[src/rtl/scan_bcast_pkg.sv]
package scan_bcast_pkg;

  // Strobes from the mode control to the datapath; exactly one is high.
  typedef struct packed {
    logic stitch;     // chains of a group concatenated into one long chain
    logic broadcast;  // chains loaded in parallel, outputs XOR-compacted
  } scanStrobe_t;

endpackage

[src/rtl/scan_mode_ctrl.sv]
module scan_mode_ctrl
  import scan_bcast_pkg::*;
(
  input  logic        clk,
  input  logic        rstN,
  input  logic        scanEn,
  input  logic        serialMode,
  output scanStrobe_t strobe
);

  logic modeQ;

  // The mode register loads only while shifting is stopped.
  always_ff @(posedge clk or negedge rstN) begin
    if (!rstN) begin
      modeQ <= 1'b0;
    end else if (!scanEn) begin
      modeQ <= serialMode;
    end
  end

  always_comb begin
    strobe.stitch    = modeQ;
    strobe.broadcast = ~modeQ;
  end

endmodule

[src/rtl/scan_bcast_datapath.sv]
module scan_bcast_datapath
  import scan_bcast_pkg::*;
#(
  parameter int NUM_GROUPS = 4,
  parameter int SPLIT      = 4
) (
  input  scanStrobe_t                       strobe,
  input  logic [NUM_GROUPS-1:0]             scanIn,
  input  logic [NUM_GROUPS*SPLIT-1:0]       chainOut,
  output logic [NUM_GROUPS*SPLIT-1:0]       chainIn,
  output logic [NUM_GROUPS-1:0]             scanOut
);

  localparam int NUM_CHAINS = NUM_GROUPS * SPLIT;

  logic [NUM_CHAINS-1:0] bcastVal;
  logic [NUM_CHAINS-1:0] stitchVal;
  logic [NUM_GROUPS-1:0] compactVal;
  logic [NUM_GROUPS-1:0] tailVal;

  for (genvar g = 0; g < NUM_GROUPS; g++) begin : gGroup
    // Broadcaster and stitch sources for each chain of the group.
    for (genvar j = 0; j < SPLIT; j++) begin : gChain
      localparam int K       = g * SPLIT + j;
      localparam int PARTNER = (g + j) % NUM_GROUPS;
      if (j == 0) begin : gHead
        assign bcastVal[K]  = scanIn[g];
        assign stitchVal[K] = scanIn[g];
      end else begin : gBody
        assign bcastVal[K]  = scanIn[g] ^ scanIn[PARTNER];
        assign stitchVal[K] = chainOut[K-1];
      end
    end
    // Compactor tree over this group only.
    assign compactVal[g] = ^chainOut[g*SPLIT +: SPLIT];
    assign tailVal[g]    = chainOut[g*SPLIT + SPLIT - 1];
  end

  // AND-OR select driven by the one-hot strobes.
  assign chainIn = (bcastVal  & {NUM_CHAINS{strobe.broadcast}})
                 | (stitchVal & {NUM_CHAINS{strobe.stitch}});
  assign scanOut = (compactVal & {NUM_GROUPS{strobe.broadcast}})
                 | (tailVal    & {NUM_GROUPS{strobe.stitch}});

endmodule

[src/rtl/scan_bcast_compactor.sv]
module scan_bcast_compactor
  import scan_bcast_pkg::*;
#(
  parameter int NUM_GROUPS = 4,
  parameter int SPLIT      = 4
) (
  input  logic                        clk,
  input  logic                        rstN,
  input  logic                        scanEn,
  input  logic                        serialMode,
  input  logic [NUM_GROUPS-1:0]       scanIn,
  output logic [NUM_GROUPS-1:0]       scanOut,
  output logic [NUM_GROUPS*SPLIT-1:0] chainIn,
  input  logic [NUM_GROUPS*SPLIT-1:0] chainOut
);

  scanStrobe_t strobe;

  scan_mode_ctrl uCtrl (
    .clk        (clk),
    .rstN       (rstN),
    .scanEn     (scanEn),
    .serialMode (serialMode),
    .strobe     (strobe)
  );

  scan_bcast_datapath #(
    .NUM_GROUPS (NUM_GROUPS),
    .SPLIT      (SPLIT)
  ) uPath (
    .strobe   (strobe),
    .scanIn   (scanIn),
    .chainOut (chainOut),
    .chainIn  (chainIn),
    .scanOut  (scanOut)
  );

endmodule

[config.mk]
export PLATFORM = sky130hd
export DESIGN_NAME = scan_bcast_compactor
export DESIGN_NICKNAME = d
export VERILOG_FILES = /design/src/rtl/scan_bcast_pkg.sv /design/src/rtl/scan_mode_ctrl.sv /design/src/rtl/scan_bcast_datapath.sv /design/src/rtl/scan_bcast_compactor.sv
export SDC_FILE = /design/constraint.sdc
export NUM_CORES = 1
export LEC_CHECK = 0
export ABC_CLOCK_PERIOD_IN_PS = 1840
export BUFFER_PORTS_ARGS = -buffer_cell sky130_fd_sc_hd__buf_4
export CAP_MARGIN = 20
export CORE_AREA = 2 2 39 41
export CTS_CLUSTER_SIZE = 12
export DETAILED_ROUTE_END_ITERATION = 8
export DIE_AREA = 0 0 41 43
export HOLD_SLACK_MARGIN = 0.02
export PLACE_DENSITY = 0.7
export SYNTH_ARGS = -nofsm -noshare
export SYNTH_HDL_FRONTEND = slang
export SYNTH_SLANG_ARGS = --single-unit
[constraint.sdc]
create_clock -name clk -period 1.84 [get_ports clk]
set_input_delay 0.092 -clock clk [delete_from_list [all_inputs] [get_ports clk]]
set_output_delay 0.092 -clock clk [all_outputs]
set_load 0.02 [all_outputs]
==> run summary, run 1 <==
WORST SETUP PATH
----------------------------------------------------------------------------------------
Kind of capture point of the worst setup path ............................. primary output
Arrival time worst endpoint ...............................................      1200 ps
Worst Path Required .......................................................      1750 ps
CP max-delay cell ......................................................... sky130_fd_sc_hd__dfrtp_1
Ordered cell list for the critical path ................................... nor2_1, a21oi_1, buf_4
Path type of the worst setup path .........................................   reg -> out
Highest cell delay on the worst timing path ...............................       720 ps
Top fanout value on the critical path .....................................           23
Critical path startpoint category .........................................     register

DRT
----------------------------------------------------------------------------------------
Antenna Violating Nets Remaining ..........................................            0
Initial drt markers .......................................................            2
Routed length per instance ................................................      9.42 µm
Via count .................................................................          463
Vias per std cell .........................................................         4.21
DR pass1 iterations .......................................................            2
Routed wire length ........................................................      1040 µm
Remaining DRCs ............................................................            0

FLOORPLAN
----------------------------------------------------------------------------------------
Area of the core ..........................................................  0.00138 mm²
Floorplan die width .......................................................        41 µm
Vertical die dimension ....................................................        43 µm
Starting density of the core ..............................................        0.275
I/O pin count .............................................................           44
Std cell rows .............................................................           14
Total Die Area ............................................................  0.00176 mm²

TIMING
----------------------------------------------------------------------------------------
Time the final worst path needs with I/O delays and setup .................      1290 ps
Final worst setup slack ...................................................       548 ps
Final slew viol count .....................................................            0
Hold violation total from the final report ................................            0
Final setup violation count ...............................................            0
RSZ-0062 raised after global routing ......................................           no
Share of the clock period used by the worst path ..........................        0.702
Final worst clock skew ....................................................         0 ps
Slew @ Worst Pin ..........................................................       621 ps
Achievable frequency ......................................................      774 MHz
TNS Setup .................................................................         0 ps
Relative slew slack .......................................................        0.586

POWER
----------------------------------------------------------------------------------------
Net switching power .......................................................     0.158 mW
Peak supply drop ..........................................................   0.000283 V
Portion of total power attributed to the clock network ....................            0
Part of the power in combinational logic ..................................        0.889
Power Dens Cells ..........................................................   469 mW/mm²
Switching power as a share of total power .................................        0.476
Final total power .........................................................     0.333 mW
Register share of total power .............................................        0.111
Power Internal ............................................................     0.174 mW
Static leakage ............................................................     0.433 nW

RUN STATUS
----------------------------------------------------------------------------------------
Run status ................................................................ finished, final reports clean

LAYOUT
----------------------------------------------------------------------------------------
Biggest registers after layout ............................................ uCtrl.modeQ: 1 flops
Fraction of final layout cells sized beyond drive strength 1 ..............        0.468
Count of antenna diodes in the layout .....................................            0
Final layout net count ....................................................          120
Reg with most FFs .........................................................  uCtrl.modeQ
Largest register FFs ......................................................            1
Fill cell total of the finished layout ....................................          141
Layout-stage area growth over the synthesis result ........................        86.5%
Commonest cells after routing, fill and taps aside ........................ 43 x sky130_fd_sc_hd__buf_4, 12 x sky130_fd_sc_hd__inv_1, 12 x sky130_fd_sc_hd__a21oi_1, 10 x sky130_fd_sc_hd__xor2_1, 10 x sky130_fd_sc_hd__nor2_1
Commonest non-fill, non-tap cell in the layout ............................ sky130_fd_sc_hd__buf_4

SYNTHESIS
----------------------------------------------------------------------------------------
Net count of the mapped netlist ...........................................           80
Number of library cell types mapped by synthesis ..........................            9
Cells after synthesis .....................................................           56
Most area-consuming cells after synthesis ................................. sky130_fd_sc_hd__xnor3_1 24%, sky130_fd_sc_hd__xor2_1 23%, sky130_fd_sc_hd__a21oi_1 16%
Cell type with the highest aggregate area in the netlist .................. sky130_fd_sc_hd__xnor3_1
Number of warnings reported in the yosys synthesis log ....................            0
Netlist area before placement .............................................      380 µm²
Area fraction of the dominant cell type after synthesis ...................        0.237
Sequential share of the synthesized area ..................................       0.0658
Number of flip-flops and latches in the synthesized netlist ...............            1
Post-Syn Area per Cell ....................................................     6.79 µm²

WORST HOLD PATH
----------------------------------------------------------------------------------------
Hold WC Path Type .........................................................    in -> reg

GLOBAL ROUTING
----------------------------------------------------------------------------------------
Antenna violations before repair ..........................................            0
Remaining Overflow, GRT ...................................................            0
Largest net degree at the start of global routing .........................           24
Wire length of the first global-routing pass ..............................      1530 µm
Total routing usage reported by global routing ............................        0.116
Via count of the first global-routing pass ................................          425

CTS
----------------------------------------------------------------------------------------
Insertion delay of the later-clocked pin in the worst-skew pair ...........         0 ps
Clock slew seen by the registers of the worst setup and hold paths ........         0 ps
Cells resized by post-CTS repair ..........................................            0

PLACED DESIGN
----------------------------------------------------------------------------------------
Input/output buffers ......................................................           43
Worst-case setup slack after placement ....................................       570 ps
Weighted congestion at the end of routability-driven global placement .....        0.684
Total half-perimeter wirelength after legalization and detailed placement .       903 µm

RUN
----------------------------------------------------------------------------------------
Max Cap Viol ..............................................................            0

## area by class of cell
| class | instances | area [µm²] | area share |
|---|---|---|---|
| Sequential cell | 1 | 25.0 | 0.0353 |
| Multi-Input combinational cell | 37 | 287 | 0.404 |
| Inverter | 12 | 45.0 | 0.0635 |
| Tap cell | 16 | 20.0 | 0.0282 |
| Timing Repair Buffer | 44 | 333 | 0.469 |
## power groups by stage
stage / clock network, mW / logic (mW) / registers (mW)
6_report: 0 / 0.296 / 0.0370
4_1_cts: 0 / 0.300 / 0.0367
3_3_place_gp: 0 / 0.295 / 0.0363
5_1_grt: 0 / 0.318 / 0.0384
3_5_place_dp: 0 / 0.297 / 0.0367
2_1_floorplan: 0 / 0.168 / 0.0266
## path summary, 6_finish.rpt
check	from	to	slack (ps)	cells past startpoint
worst max-delay path	uCtrl.modeQ	chainIn[15]	550	3
worst min-delay path	serialMode	uCtrl.modeQ	330	2
worst max register to register	uCtrl.modeQ	uCtrl.modeQ	750	1
max in group asynchronous	rstN	uCtrl.modeQ	1340	2
worst min register to register	uCtrl.modeQ	uCtrl.modeQ	1020	1
min in group asynchronous	rstN	uCtrl.modeQ	420	2
## worst max-delay path: cells and delay by family, from the launching register on
kind            cells  cell delay [ps]
simple gates        1              140
flops               1              720
buf+inv             1              160
compound gates      1              170
## what timing repair did
| item | CTS | global route |
|---|---|---|
| buffers inserted | 0 | 0 |
| hold endpoints to repair | 1 | 0 |
| hold buffers | 1 | 0 |
## cells by family (layout without fill, tap and decap cells)
| kind of cell | Yosys count | after routing | synth area share |
|---|---|---|---|
| buffers and inverters | 18 | 56 | 0.181 |
| xor gates and xnor gates | 14 | 14 | 0.467 |
| AOI/OAI and AO/OA | 12 | 12 | 0.158 |
| and+or+nand+nor | 10 | 10 | 0.0987 |
| muxes | 1 | 1 | 0.0296 |
| DFF | 1 | 1 | 0.0658 |
## stage by stage
stage	area (µm²)	util	hold slack [ps]	cells
2_1_floorplan	380	-	-204	56
3_3_place_gp	699	0.505	-132	109
3_5_place_dp	699	0.505	-129	109
4_1_cts	709	0.513	330	110
5_1_grt	709	0.513	348	110
6_report	709	0.513	328	110
## synthesized netlist by cell type
master,n
sky130_fd_sc_hd__nor2_1,10
sky130_fd_sc_hd__clkbuf_1,5
sky130_fd_sc_hd__buf_2,1
sky130_fd_sc_hd__mux2_2,1
sky130_fd_sc_hd__a21oi_1,12
sky130_fd_sc_hd__inv_1,12
sky130_fd_sc_hd__dfrtp_1,1
sky130_fd_sc_hd__xnor3_1,4
sky130_fd_sc_hd__xor2_1,10
## per-layer routing
layer | vias to the layer above | global-route usage | share of wire
met4 | 0 | 0 | 0
met1 | 189 | 0.142 | 0.37
met2 | 28 | 0.216 | 0.50
met3 | 0 | 0.0105 | 0.12
met5 | - | 0 | 0
li1 | 246 | - | -
Power figures use the tool's default switching activity.
==> inputs of run 2 (changes only) <==
ABC_AREA = 1   (was default)
ABC_CLOCK_PERIOD_IN_PS = 1100   (was 1840)
CORE_AREA = default   (was 2 2 39 41)
CORE_UTILIZATION = 33   (was default)
DIE_AREA = default   (was 0 0 41 43)
PLACE_DENSITY = 0.74   (was 0.7)
clock period = 1.1 ns   (was 1.84 ns; I/O delays follow)
==> run summary, run 2 <==
WORST SETUP PATH
----------------------------------------------------------------------------------------
Critical path startpoint category .........................................     register
Top fanout value on the critical path .....................................            6   -74%
Path type of the worst setup path .........................................   reg -> out
Kind of capture point of the worst setup path ............................. primary output
Arrival time worst endpoint ...............................................       990 ps   -210 ps
Worst Path Required .......................................................      1040 ps   -710 ps

FLOORPLAN
----------------------------------------------------------------------------------------
Vertical die dimension ....................................................      41.1 µm   -4.3%
I/O pin count .............................................................           44   unchanged
Area of the core ..........................................................  0.00137 mm²   -1.3%
Floorplan die width .......................................................      41.1 µm   +0.33%
Starting density of the core ..............................................        0.370   +0.0951
Total Die Area ............................................................  0.00169 mm²   -4.0%
Std cell rows .............................................................           13   -1

DRT
----------------------------------------------------------------------------------------
Initial drt markers .......................................................            7   +5
Antenna Violating Nets Remaining ..........................................            0   unchanged
Vias per std cell .........................................................         4.49   +6.8%
Via count .................................................................          755   +63%
Routed length per instance ................................................      8.70 µm   -7.6%
Routed wire length ........................................................      1460 µm   +41%
DR pass1 iterations .......................................................            4   +2
Remaining DRCs ............................................................            0   unchanged

LAYOUT
----------------------------------------------------------------------------------------
Fill cell total of the finished layout ....................................          148   +5.0%
Fraction of final layout cells sized beyond drive strength 1 ..............        0.320   -0.148
Final standard cell count with taps included and fillers excluded .........          168   +53%
Commonest cells after routing, fill and taps aside ........................ 47 x sky130_fd_sc_hd__buf_4, 36 x sky130_fd_sc_hd__nand2_1, 25 x sky130_fd_sc_hd__inv_1, 11 x sky130_fd_sc_hd__o21ai_1, 9 x sky130_fd_sc_hd__nor2_1
Final layout net count ....................................................          179   +49%
Layout-stage area growth over the synthesis result ........................        70.5%
Reg with most FFs .........................................................  uCtrl.modeQ
Commonest non-fill, non-tap cell in the layout ............................ sky130_fd_sc_hd__buf_4
Largest register FFs ......................................................            1   unchanged
Post-Layout Inst Area .....................................................      862 µm²   +22%
Count of antenna diodes in the layout .....................................            0   unchanged
Biggest registers after layout ............................................ uCtrl.modeQ: 1 flops

POWER
----------------------------------------------------------------------------------------
Final total power .........................................................     0.556 mW   +67%
Portion of total power attributed to the clock network ....................            0   unchanged
Part of the power in combinational logic ..................................        0.915   +0.026
Power Dens Cells ..........................................................   645 mW/mm²   +38%
Peak supply drop ..........................................................   0.000383 V   +35%
Static leakage ............................................................     0.552 nW   +27%
Register share of total power .............................................        0.085   -0.026
Net switching power .......................................................     0.276 mW   +74%
Switching power as a share of total power .................................        0.496   +0.0199
Power Internal ............................................................     0.280 mW   +61%

GLOBAL ROUTING
----------------------------------------------------------------------------------------
Largest net degree at the start of global routing .........................           12   -50%
Via count of the first global-routing pass ................................          550   +29%
Remaining Overflow, GRT ...................................................            0   unchanged
Antenna violations before repair ..........................................            0   unchanged
Wire length of the first global-routing pass ..............................      2070 µm   +35%
Total routing usage reported by global routing ............................        0.172   +0.0561

TIMING
----------------------------------------------------------------------------------------
Slew @ Worst Pin ..........................................................       199 ps   -422 ps
RSZ-0062 raised after global routing ......................................           no
Final worst clock skew ....................................................         0 ps   unchanged
Share of the clock period used by the worst path ..........................        0.952
Hold violation total from the final report ................................            0   unchanged
Achievable frequency ......................................................      954 MHz
Final setup violation count ...............................................            0   unchanged
Final worst setup slack ...................................................      52.3 ps   -496 ps
Relative slew slack .......................................................        0.866   +0.280
Final slew viol count .....................................................            0   unchanged
Time the final worst path needs with I/O delays and setup .................      1050 ps

PLACED DESIGN
----------------------------------------------------------------------------------------
Input/output buffers ......................................................           43   unchanged
Placement-stage cell area .................................................      832 µm²   +19%
Weighted congestion at the end of routability-driven global placement .....        0.708   +3.6%
Worst-case setup slack after placement ....................................     -94.5 ps   -664 ps
Cell total after placement ................................................          165   +51%
Total half-perimeter wirelength after legalization and detailed placement .      1240 µm   +38%

RUN STATUS
----------------------------------------------------------------------------------------
Run status ................................................................ finished, final reports clean

SYNTHESIS
----------------------------------------------------------------------------------------
Most frequently used cell type in the post-synthesis netlist .............. sky130_fd_sc_hd__nand2_1
Area fraction of the dominant cell type after synthesis ...................        0.267   +0.0305
Sequential share of the synthesized area ..................................       0.0495   -0.0163
Post-Syn Area per Cell ....................................................     4.60 µm²   -32%
Number of warnings reported in the yosys synthesis log ....................            0   unchanged
Asr flop ratio synth ......................................................         1.00   unchanged
Number of library cell types mapped by synthesis ..........................           11   +2
Cells after synthesis .....................................................          110   +96%
Commonest cells in the synthesized netlist ................................ 36 x sky130_fd_sc_hd__nand2_1, 25 x sky130_fd_sc_hd__inv_1, 13 x sky130_fd_sc_hd__o21ai_0, 9 x sky130_fd_sc_hd__nor2_1, 7 x sky130_fd_sc_hd__a21oi_1
Most instantiated flip-flop cell in the synthesis netlist ................. sky130_fd_sc_hd__dfrtp_1
Number of flip-flops and latches in the synthesized netlist ...............            1   unchanged
Net count of the mapped netlist ...........................................          134   +68%
Most area-consuming cells after synthesis ................................. sky130_fd_sc_hd__nand2_1 27%, sky130_fd_sc_hd__inv_1 19%, sky130_fd_sc_hd__o21ai_0 13%
Netlist area before placement .............................................      505 µm²   +33%
EDFF count, synth .........................................................            0   unchanged
Cell type with the highest aggregate area in the netlist .................. sky130_fd_sc_hd__nand2_1

RUN
----------------------------------------------------------------------------------------
Max Cap Viol ..............................................................            0   unchanged

CTS
----------------------------------------------------------------------------------------
Clock slew seen by the registers of the worst setup and hold paths ........         0 ps   unchanged
Insertion delay of the later-clocked pin in the worst-skew pair ...........         0 ps   unchanged

WORST HOLD PATH
----------------------------------------------------------------------------------------
Hold WC Path Type .........................................................    in -> reg

[run 2: cell count changes after synthesis, moves of 2 or more]
cell and change:
sky130_fd_sc_hd__o21ai_1 +5, sky130_fd_sc_hd__buf_6 +2, sky130_fd_sc_hd__nand2_1 +36, sky130_fd_sc_hd__xnor2_1 +4
sky130_fd_sc_hd__o21ai_0 +13, sky130_fd_sc_hd__inv_1 +13, sky130_fd_sc_hd__xor2_1 -10, sky130_fd_sc_hd__nand3_1 +4
sky130_fd_sc_hd__xnor3_1 -4, sky130_fd_sc_hd__a21oi_1 -5
[run 2: stage by stage]
stage | hold WS [ps] | utilization | TNS [ps]
floorplan | -241 | - | 0
finish | 247 | 0.631 | 0
global placement | -169 | 0.609 | -86.8
global route | 267 | 0.631 | 0
detailed placement | -168 | 0.609 | -270
CTS | 248 | 0.623 | 0
[run 2: critical path, stage by stage (launching register included)]
cell	delay, ps
sky130_fd_sc_hd__dfrtp_2	420
sky130_fd_sc_hd__buf_6	140
sky130_fd_sc_hd__a21oi_1	100
sky130_fd_sc_hd__o21ai_1	100
sky130_fd_sc_hd__o21ai_1	90
sky130_fd_sc_hd__buf_4	160
[run 2: final cells by class]
cell class | count | area (µm²) | area share
timing repair buffer | 49 | 374 | 0.434
tap | 15 | 18.8 | 0.0218
sequential | 1 | 26.3 | 0.0305
inverter | 25 | 93.8 | 0.109
multi-input combinational | 78 | 349 | 0.405
[run 2: power groups by stage]
stage	registers (mW)	logic, mW	clock network [mW]
CTS	0.0494	0.498	0
global placement	0.0484	0.483	0
detailed placement	0.0488	0.489	0
finish	0.0470	0.509	0
global route	0.0479	0.559	0
floorplan	0.0426	0.267	0
[run 2: routing by layer]
layer,global-route usage,wire length [µm],part of all wire
met1,0.210,647,0.44
met2,0.336,718,0.49
met3,0.0163,95,0.065
met4,0,0,0
met5,0,0,0
[run 2: what timing repair did]
action	4_1_cts	5_1_grt
hold buffers	1	0
setup buffers	1	1
setup endpoints to repair	7	8
pin swaps	0	0
gates cloned	0	0
resized for setup	2	8
endpoints found under the hold margin	1	0
[run 2: final timing paths]
path	startpoint	end	slack [ps]	cells past startpoint
max	uCtrl.modeQ	chainIn[10]	50	5
min	scanEn	uCtrl.modeQ	250	2
max reg2reg	uCtrl.modeQ	uCtrl.modeQ	270	3
min reg2reg	uCtrl.modeQ	uCtrl.modeQ	750	3
max in group asynchronous	rstN	uCtrl.modeQ	640	2
min in group asynchronous	rstN	uCtrl.modeQ	370	2
[run 2: cells by family (layout without fill, tap and decap cells)]
logic type,Yosys count,count (layout),synth area share
DFF,1,1,0.0495
AOI/OAI and AO/OA,25,25,0.248
and+or+nand+nor,49,49,0.374
xor gates and xnor gates,4,4,0.0693
buffers and inverters,31,74,0.260
==> inputs of run 3 (changes only) <==
ABC_CLOCK_PERIOD_IN_PS = 1020   (was 1100)
CORE_UTILIZATION = 37   (was 33)
PLACE_DENSITY = 0.79   (was 0.74)
clock period = 1.02 ns   (was 1.1 ns; I/O delays follow)
==> run summary, run 3 (synthesis gave the netlist of run 2 again) <==
CTS
----------------------------------------------------------------------------------------
Clock slew seen by the registers of the worst setup and hold paths ........         0 ps   unchanged
Insertion delay of the later-clocked pin in the worst-skew pair ...........         0 ps   unchanged

WORST SETUP PATH
----------------------------------------------------------------------------------------
CP max-delay cell ......................................................... sky130_fd_sc_hd__dfrtp_2
Critical path startpoint category .........................................     register
Reg2reg start .............................................................  uCtrl.modeQ
Worst Path Required .......................................................       970 ps   -70 ps
Delay-heaviest family, CP .................................................   flip-flops
Kind of capture point of the worst setup path ............................. primary output
Ordered cell list for the critical path ................................... buf_6, a21oi_2, o21ai_1, o21ai_1, buf_4
Top fanout value on the critical path .....................................            6   unchanged
Logic depth of the worst path, buffers included ...........................            5   unchanged
Cell type with the highest occurrence count on the critical path .......... sky130_fd_sc_hd__o21ai_1
Highest cell delay on the worst timing path ...............................       420 ps   about the same
End of the worst register-to-register path ................................  uCtrl.modeQ
Path type of the worst setup path .........................................   reg -> out
Number of buffer and inverter stages on the critical path .................            2   unchanged
Worst reg2reg path depth ..................................................            3   unchanged
Arrival time worst endpoint ...............................................       970 ps   -20 ps
Register-to-register setup slack ..........................................       160 ps   -110 ps

TIMING
----------------------------------------------------------------------------------------
Relative slew slack .......................................................        0.818   -0.0482
Time the final worst path needs with I/O delays and setup .................      1020 ps
Slew @ Worst Pin ..........................................................       271 ps   +72.5 ps
Final setup violation count ...............................................            0   unchanged
RSZ-0062 raised after global routing ......................................          yes
Final worst clock skew ....................................................         0 ps   unchanged
Share of the clock period used by the worst path ..........................         1.00
Final slew viol count .....................................................            0   unchanged
Hold violation total from the final report ................................            0   unchanged
Achievable frequency ......................................................      981 MHz

LAYOUT
----------------------------------------------------------------------------------------
Fraction of final layout cells sized beyond drive strength 1 ..............        0.357   +0.0369
Layout-stage area growth over the synthesis result ........................        77.7%
Count of antenna diodes in the layout .....................................            0   unchanged
Largest register FFs ......................................................            1   unchanged
Commonest cells after routing, fill and taps aside ........................ 45 x sky130_fd_sc_hd__buf_4, 36 x sky130_fd_sc_hd__nand2_1, 25 x sky130_fd_sc_hd__inv_1, 15 x sky130_fd_sc_hd__o21ai_1, 9 x sky130_fd_sc_hd__nor2_1
Final layout net count ....................................................          180   +0.56%
Post-Layout Inst Area .....................................................      898 µm²   +4.2%
Biggest registers after layout ............................................ uCtrl.modeQ: 1 flops
Final Util ................................................................        0.757   +0.126
Commonest non-fill, non-tap cell in the layout ............................ sky130_fd_sc_hd__buf_4
Reg with most FFs .........................................................  uCtrl.modeQ

POWER
----------------------------------------------------------------------------------------
Final total power .........................................................     0.629 mW   +13%
Static leakage ............................................................     0.563 nW   +2.0%
Power Dens Cells ..........................................................   700 mW/mm²   +8.6%
Peak supply drop ..........................................................   0.000523 V   +37%

RUN
----------------------------------------------------------------------------------------
Max Cap Viol ..............................................................            0   unchanged

PLACED DESIGN
----------------------------------------------------------------------------------------
Placement-stage cell area .................................................      838 µm²   +0.75%
Input/output buffers ......................................................           43   unchanged
Weighted congestion at the end of routability-driven global placement .....        0.718   +1.3%
Total half-perimeter wirelength after legalization and detailed placement .      1210 µm   -2.3%

WORST HOLD PATH
----------------------------------------------------------------------------------------
Hold WC Path Type .........................................................    in -> reg
Hold path depth ...........................................................            2   unchanged
Hold path endpoint ........................................................  uCtrl.modeQ
Hold path startpoint ......................................................       scanEn

DRT
----------------------------------------------------------------------------------------
Via count .................................................................          780   +3.3%
Vias per std cell .........................................................         4.64   +3.3%
Initial drt markers .......................................................           10   +3
Routed length per instance ................................................      8.62 µm   -0.96%
Routed wire length ........................................................      1450 µm   -0.96%
Remaining DRCs ............................................................            0   unchanged
DR pass1 iterations .......................................................            4   unchanged
Antenna Violating Nets Remaining ..........................................            0   unchanged

FLOORPLAN
----------------------------------------------------------------------------------------
Total Die Area ............................................................  0.00152 mm²   -10%
Floorplan die width .......................................................      39.0 µm   -5.3%
Starting density of the core ..............................................        0.426   +0.0562
I/O pin count .............................................................           44   unchanged
Vertical die dimension ....................................................      39.0 µm   -5.3%
Area of the core ..........................................................  0.00119 mm²   -13%
Std cell rows .............................................................           12   -1

GLOBAL ROUTING
----------------------------------------------------------------------------------------
Via count of the first global-routing pass ................................          679   +23%
Total routing usage reported by global routing ............................        0.208   +0.0358
Wire length of the first global-routing pass ..............................      2350 µm   +13%
Remaining Overflow, GRT ...................................................            0   unchanged
Antenna violations before repair ..........................................            0   unchanged
Largest net degree at the start of global routing .........................           10   -2

RUN STATUS
----------------------------------------------------------------------------------------
Run status ................................................................ finished, final reports clean

## run 3: cell types whose count changed in the layout (fill, tap and decap cells not counted), sizes merged
cell / change
buf: +1
## run 3: stage by stage
step | setup slack, ps | hold slack (ps) | TNS (ps) | cells
final | 0.172 | 240 | 0 | 168
after global routing | -73.3 | 254 | -507 | 168
after CTS | 2.61 | 239 | 0 | 168
after detailed placement | -163 | -173 | -1760 | 165
after global placement | -106 | -173 | -1130 | 165
after floorplan | 26.7 | -245 | 0 | 110
## run 3: metal layers
layer	share of wire	GRT usage	vias to the layer above
met1	0.42	0.221	333
met2	0.54	0.454	29
li1	-	-	418
met5	0	0	-
met4	0	0.00862	0
met3	0.041	0	0
## run 3: worst max-delay path by stage
stage / startpoint / endpoint / slack [ps]
finish: uCtrl.modeQ / chainIn[7] / 0.2
global route: uCtrl.modeQ / chainIn[13] / -70
CTS: uCtrl.modeQ / chainIn[6] / 3
detailed placement: uCtrl.modeQ / chainIn[15] / -160
global placement: uCtrl.modeQ / chainIn[5] / -110
floorplan: uCtrl.modeQ / chainIn[14] / 30
## run 3: worst register-to-register path, stage by stage (launching register included)
cell                      delay (ps)
sky130_fd_sc_hd__dfrtp_2         420
sky130_fd_sc_hd__inv_1           110
sky130_fd_sc_hd__buf_6           140
sky130_fd_sc_hd__a21oi_1          70
## run 3: power by group
part           internal (mW)  switching, mW
clock network              0              0
registers             0.0447        0.00594
logic                  0.275          0.303
## run 3: what timing repair did
item,4_1_cts,5_1_grt
gates resized for setup,14,10
hold buffers,1,0
pin swaps,0,1
hold endpoints to repair,1,0
buffers inserted,2,0
setup endpoints to repair,16,16
## run 3: cell type report
cell class              count  area, µm²
fillers                    97        288
well taps                  14       17.5
multi-input cells          78        368
flip-flops and latches      1       26.3
repair buffers             50        393
inverters                  25       93.8
